<file path="src/rtl/twd_pkg.sv">
package twd_pkg;

  // Command phase of the slave
  typedef enum logic [1:0] {
    PH_IDLE,
    PH_ADDR,
    PH_DATA
  } phase_e;

  // Strobes from control to datapath, valid for a single system clock
  typedef struct packed {
    logic addrShift;   // shift a sampled address bit in
    logic dataShift;   // shift a sampled write bit in
    logic commit;      // store the completed write byte
    logic incAddr;     // step the register address
    logic loadRd;      // load read value and drive its MSB
    logic driveNext;   // drive the next read bit
    logic freeLine;    // release the data line
  } strobe_t;

endpackage

</file>
<file path="src/rtl/twd_sync.sv">
module twd_sync #(
  parameter int STAGES = 2
) (
  input  logic clk,
  input  logic rstN,
  input  logic sclIn,
  input  logic sdaIn,
  output logic sdaBit,
  output logic sclRise,
  output logic sclFall,
  output logic startDet
);

  logic [STAGES-1:0] sclPipe, sdaPipe;
  logic sclPrev, sdaPrev, sclBit;

  generate
    if (STAGES == 1) begin : g_single
      always_ff @(posedge clk) begin
        if (!rstN) begin
          sclPipe <= '1;
          sdaPipe <= '1;
        end else begin
          sclPipe <= sclIn;
          sdaPipe <= sdaIn;
        end
      end
    end else begin : g_multi
      always_ff @(posedge clk) begin
        if (!rstN) begin
          sclPipe <= '1;
          sdaPipe <= '1;
        end else begin
          sclPipe <= {sclPipe[STAGES-2:0], sclIn};
          sdaPipe <= {sdaPipe[STAGES-2:0], sdaIn};
        end
      end
    end
  endgenerate

  always_ff @(posedge clk) begin
    if (!rstN) begin
      sclPrev <= 1'b1;
      sdaPrev <= 1'b1;
    end else begin
      sclPrev <= sclBit;
      sdaPrev <= sdaBit;
    end
  end

  assign sclBit   = sclPipe[STAGES-1];
  assign sdaBit   = sdaPipe[STAGES-1];
  assign sclRise  = sclBit & ~sclPrev;
  assign sclFall  = ~sclBit & sclPrev;
  assign startDet = sclBit & sclPrev & sdaPrev & ~sdaBit;

endmodule

</file>
<file path="src/rtl/twd_ctrl.sv">
module twd_ctrl
  import twd_pkg::*;
#(
  parameter int ADDR_W = 7,
  parameter int DATA_W = 8
) (
  input  logic    clk,
  input  logic    rstN,
  input  logic    sclRise,
  input  logic    sclFall,
  input  logic    startDet,
  input  logic    sdaBit,
  output strobe_t st,
  output logic    rdPhase,
  output logic    wrPhase
);

  localparam int MAX_IDX = (ADDR_W + 1 > DATA_W) ? ADDR_W + 1 : DATA_W;
  localparam int CNT_W   = $clog2(MAX_IDX + 1);
  localparam logic [CNT_W-1:0] RW_IDX   = CNT_W'(ADDR_W);
  localparam logic [CNT_W-1:0] ASEP_IDX = CNT_W'(ADDR_W + 1);
  localparam logic [CNT_W-1:0] LAST_BIT = CNT_W'(DATA_W - 1);
  localparam logic [CNT_W-1:0] DSEP_IDX = CNT_W'(DATA_W);

  phase_e           phase;
  logic [CNT_W-1:0] bitCnt;
  logic             rwQ;

  always_comb begin
    st = '0;
    if (startDet) begin
      st.freeLine = 1'b1;
    end else begin
      unique case (phase)
        PH_ADDR: st.addrShift = sclRise && (bitCnt < RW_IDX);
        PH_DATA: begin
          if (sclRise && !rwQ && bitCnt < DSEP_IDX) st.dataShift = 1'b1;
          if (sclRise && !rwQ && bitCnt == LAST_BIT) st.commit = 1'b1;
          if (sclRise && bitCnt == DSEP_IDX) st.incAddr = 1'b1;
          if (sclFall && rwQ) begin
            if (bitCnt == '0) st.loadRd = 1'b1;
            else if (bitCnt < DSEP_IDX) st.driveNext = 1'b1;
            else st.freeLine = 1'b1;
          end
        end
        default: ;
      endcase
    end
  end

  always_ff @(posedge clk) begin
    if (!rstN) begin
      phase  <= PH_IDLE;
      bitCnt <= '0;
      rwQ    <= 1'b0;
    end else if (startDet) begin
      phase  <= PH_ADDR;
      bitCnt <= '0;
      rwQ    <= 1'b0;
    end else if (sclRise) begin
      unique case (phase)
        PH_ADDR: begin
          if (bitCnt == RW_IDX) rwQ <= sdaBit;
          if (bitCnt == ASEP_IDX) begin
            phase  <= PH_DATA;
            bitCnt <= '0;
          end else begin
            bitCnt <= bitCnt + 1'b1;
          end
        end
        PH_DATA: bitCnt <= (bitCnt == DSEP_IDX) ? '0 : bitCnt + 1'b1;
        default: ;
      endcase
    end
  end

  assign rdPhase = (phase == PH_DATA) && rwQ;
  assign wrPhase = (phase == PH_DATA) && !rwQ;

endmodule

</file>
<file path="src/rtl/twd_dpath.sv">
module twd_dpath
  import twd_pkg::*;
#(
  parameter int                ADDR_W  = 7,
  parameter int                DATA_W  = 8,
  parameter int                WR_REGS = 4,
  parameter logic [DATA_W-1:0] RD_SEED = 'hC3
) (
  input  logic                      clk,
  input  logic                      rstN,
  input  strobe_t                   st,
  input  logic                      sdaBit,
  output logic                      sdaDrive,
  output logic [ADDR_W-1:0]         curAddr,
  output logic [WR_REGS*DATA_W-1:0] wrRegs
);

  logic [DATA_W-1:0]               shReg;
  logic [DATA_W-1:0]               rdVal;
  logic [DATA_W-1:0]               newByte;
  logic [WR_REGS-1:0]              hit;
  logic [WR_REGS-1:0][DATA_W-1:0]  bank;

  // Read-only bank: computed from the address
  assign rdVal   = DATA_W'(curAddr) ^ RD_SEED;
  assign newByte = {shReg[DATA_W-2:0], sdaBit};

  // Write-only bank decode, one comparator per implemented register
  for (genvar g = 0; g < WR_REGS; g++) begin : g_hit
    assign hit[g] = (curAddr == ADDR_W'(g));
  end

  always_ff @(posedge clk) begin
    if (!rstN) begin
      curAddr  <= '0;
      shReg    <= '0;
      sdaDrive <= 1'b0;
      bank     <= '0;
    end else begin
      if (st.addrShift) curAddr <= {curAddr[ADDR_W-2:0], sdaBit};
      if (st.incAddr)   curAddr <= curAddr + 1'b1;
      if (st.dataShift) shReg <= newByte;
      if (st.loadRd) begin
        shReg    <= rdVal;
        sdaDrive <= ~rdVal[DATA_W-1];
      end
      if (st.driveNext) begin
        shReg    <= shReg << 1;
        sdaDrive <= ~shReg[DATA_W-2];
      end
      if (st.freeLine) sdaDrive <= 1'b0;
      if (st.commit) begin
        for (int i = 0; i < WR_REGS; i++) begin
          if (hit[i]) bank[i] <= newByte;
        end
      end
    end
  end

  assign wrRegs = bank;

endmodule

</file>
<file path="src/rtl/twd_slave.sv">
module twd_slave
  import twd_pkg::*;
#(
  parameter int                ADDR_W      = 7,
  parameter int                DATA_W      = 8,
  parameter int                WR_REGS     = 4,
  parameter int                SYNC_STAGES = 2,
  parameter logic [DATA_W-1:0] RD_SEED     = 'hC3
) (
  input  logic                      clk,
  input  logic                      rstN,
  input  logic                      sclIn,
  input  logic                      sdaIn,
  output logic                      sdaDrive,
  output logic [WR_REGS*DATA_W-1:0] wrRegs
);

  logic              sdaBit, sclRise, sclFall, startDet;
  logic              rdPhase, wrPhase;
  logic [ADDR_W-1:0] curAddr;
  strobe_t           st;

  twd_sync #(.STAGES(SYNC_STAGES)) sync_i (
    .clk, .rstN, .sclIn, .sdaIn,
    .sdaBit, .sclRise, .sclFall, .startDet
  );

  twd_ctrl #(.ADDR_W(ADDR_W), .DATA_W(DATA_W)) ctrl_i (
    .clk, .rstN, .sclRise, .sclFall, .startDet, .sdaBit,
    .st, .rdPhase, .wrPhase
  );

  twd_dpath #(
    .ADDR_W(ADDR_W), .DATA_W(DATA_W), .WR_REGS(WR_REGS), .RD_SEED(RD_SEED)
  ) dpath_i (
    .clk, .rstN, .st, .sdaBit, .sdaDrive, .curAddr, .wrRegs
  );

endmodule

</file>
<file path="config.mk">
export PLATFORM = sky130hd
export DESIGN_NAME = twd_slave
export DESIGN_NICKNAME = d
export VERILOG_FILES = /design/src/rtl/twd_pkg.sv /design/src/rtl/twd_sync.sv /design/src/rtl/twd_ctrl.sv /design/src/rtl/twd_dpath.sv /design/src/rtl/twd_slave.sv
export SDC_FILE = /design/constraint.sdc
export NUM_CORES = 1
export LEC_CHECK = 0
export ABC_CLOCK_PERIOD_IN_PS = 2800
export BUFFER_PORTS_ARGS = -buffer_cell sky130_fd_sc_hd__buf_2
export CORE_UTILIZATION = 50
export DETAILED_ROUTE_END_ITERATION = 10
export GPL_ROUTABILITY_DRIVEN = 0
export HOLD_SLACK_MARGIN = 0.03
export PLACE_DENSITY_LB_ADDON = 0.05
export SYNTH_ARGS = -nofsm -noshare
export SYNTH_HDL_FRONTEND = slang
export SYNTH_SLANG_ARGS = --single-unit
</file>
<file path="constraint.sdc">
create_clock -name clk -period 2.8 [get_ports clk]
set_clock_uncertainty 0.2 [all_clocks]
set_input_delay 0.14 -clock clk [delete_from_list [all_inputs] [get_ports clk]]
set_output_delay 0.14 -clock clk [all_outputs]
set_load 0.01 [all_outputs]
</file>
==> results.ini <==
[outcome]
status = complete, no violations

[route]
routedWlPerCell_um = 14.5
ant_nets = 0
drc = 0
drt-pass1-iter-count = 6
drtIter0Drc = 131
via_per_inst = 5.36
routed_wl_um = 5670
vias = 2100

[layout]
layout.nets = 329
final_common_cell = dfxtp_1
drive_above_1_share = 0.189
area_delta_synth_final_pct = 18.3
final_cells = 392
final_cell_mix = dfxtp_1, nand2_1, mux2i_1, buf_2
antenna_cells = 0
final_util = 0.615
fin_area_sq_um = 3160

[synthesis]
synth-adder-area-share = 0.0375
postSynthAreaPerCell_sq_um = 9.60
synth_nets = 290
ys_async_sr_fraction = 0
synth-xor-area-share = 0
yosysWarnings = 0
synth_top_family_by_area = simple AND/OR/NAND/NOR gates
synth_edf_count = 0
synth_ff_type = dfxtp_1
yosys-mux-area-fraction = 0.146
syn_inst = 278
ys_ff_latch = 60
ys_seq_area_frac = 0.450
syn-cell-area_sq_um = 2670
ys_types = 43
synth-compound-area-share = 0.108
synth-simple-area-share = 0.224

[setup_path]
cp.arrival_ps = 2340
cp_max_fo = 6
start_kind = flip-flop
worstSetupPathType = flip-flop to flip-flop
crit_path_end_kind = flip-flop
required_ps = 2830

[timing]
hold_slack_ps = 63.5
rsz0062_at_grt = no
hold_viol = 0
setup_tns_ps = 0
min_period_ps = 2320
worstMarginPinSlew_ps = 734
relSlewSlack = 0.509
setup_violations = 0
fmax_ghz = 0.432
finalWorstSetupSlack_ps = 485
drv_slew = 0
finalCritPeriodShare = 0.827

[cts]
cts_max_level = 3
cts_buffer_depth = 2
post_cts.repair.setup_buffers = 0
path_clk_slew_ps = 70
clock_latency_ps = 320
cts_tree = yes
cts_buffers = 9
cts_root_buffer = clkbuf_8
cts.sinks = 60

[global_routing]
grt_max_degree = 31
grt_pass1_vias = 1896
global_route.overflow_total = 0
gr-usage-all-layers = 0.215
grt_pass1_wl_um = 8940
antenna_found_initial = 0

[floorplan]
io_pins = 37
die_h_um = 75.1
rows = 26
start_util = 0.519
die_w_um = 75.1
die_area_sq_um = 5640
fp.coreArea_sq_um = 5140

[placement]
placed_area_sq_um = 2900
dp_hpwl_um = 3910
place_ws_ps = 546
portBuffers = 36
dp.cells = 374

[power_and_ir_drop]
total_power_mw = 1.84
power.static_leakage_nw = 1.39
cellPowerDensity_nw_per_um2 = 582
irDropWorstVdd_mv = 0.482

[min_path]
hp-class = input port to flip-flop

[run]
maxCapViolCount = 0

## layer usage
layer  track usage  wire [um]  up-vias
met5             0          0        -
met4         0.103         68        0
met3        0.0495        167        7
met2         0.333       2630       42
met1         0.285       2800      979
li1              -          -     1072
## path summary, 6_finish.rpt
kind / from / end / slack, ps / cells past startpoint
max reg2reg: ctrl_i.bitCnt[0] / dpath_i.shReg[6] / 480 / 6
min reg2reg: sync_i.sdaPipe[0] / sync_i.sdaPipe[1] / 200 / 1
min: rstN / sync_i.sdaPipe[1] / 60 / 2
max: ctrl_i.bitCnt[0] / dpath_i.shReg[6] / 480 / 6
## cells in the mapped netlist, types with 4 or more instances
library cell,n,share of area
ha_1,8,0.037
a311oi_1,4,0.013
nor2_1,10,0.014
a31oi_1,7,0.016
o21ai_0,4,0.0075
inv_1,8,0.011
nand2b_1,10,0.023
dfxtp_1,60,0.45
nor3_1,6,0.011
nand2_1,48,0.067
a21oi_1,9,0.017
clkbuf_1,9,0.013
mux2i_1,39,0.15
nand3_4,4,0.026
o21ai_1,6,0.011
nand3_1,5,0.0094
## area by class of cell
| cell class | instances | area [sq um] |
|---|---|---|
| Sequential cell | 60 | 1200 |
| Fill cell | 457 | 1980 |
| Multi-Input combinational cell | 197 | 1380 |
| Clock buffer | 10 | 128 |
| Timing Repair Buffer | 41 | 223 |
| Tap cell | 70 | 87.6 |
| Inverter | 8 | 30.0 |
| Clock inverter | 6 | 111 |
## sequential cells by signal (all words and copies together) (netlist names), 2 cells and up
signal           flops
ctrl_i.bitCnt        4
sync_i.sdaPipe       2
dpath_i.wrRegs      32
ctrl_i.phase         2
sync_i.sclPipe       2
dpath_i.shReg        7
dpath_i.curAddr      7
## critical path: stages (launching register included)
cell and delay, ps:
dfxtp_1 410, inv_1 70, ha_1 230, nor3b_1 170, o32ai_1 680, a31oi_1 170
a221oi_1 280
## report_power, final
part / internal, mW / switching [mW]
Sequential: 0.858 / 0.00514
Clock: 0.593 / 0.345
Combinational: 0.0128 / 0.0258
## cell families after synthesis
family / after synthesis
DFF: 60
AOI/OAI and AO/OA: 44
muxes: 39
buffers and inverters: 21
adders and majority gates: 8
and+or+nand+nor: 106
## what timing repair did
| action | 4_1_cts | 5_1_grt |
|---|---|---|
| resized for setup | 0 | 0 |
| hold buffers | 2 | 0 |
| hold endpoints to repair | 2 | 0 |
Note: power is estimated with default switching activity, not from simulation.
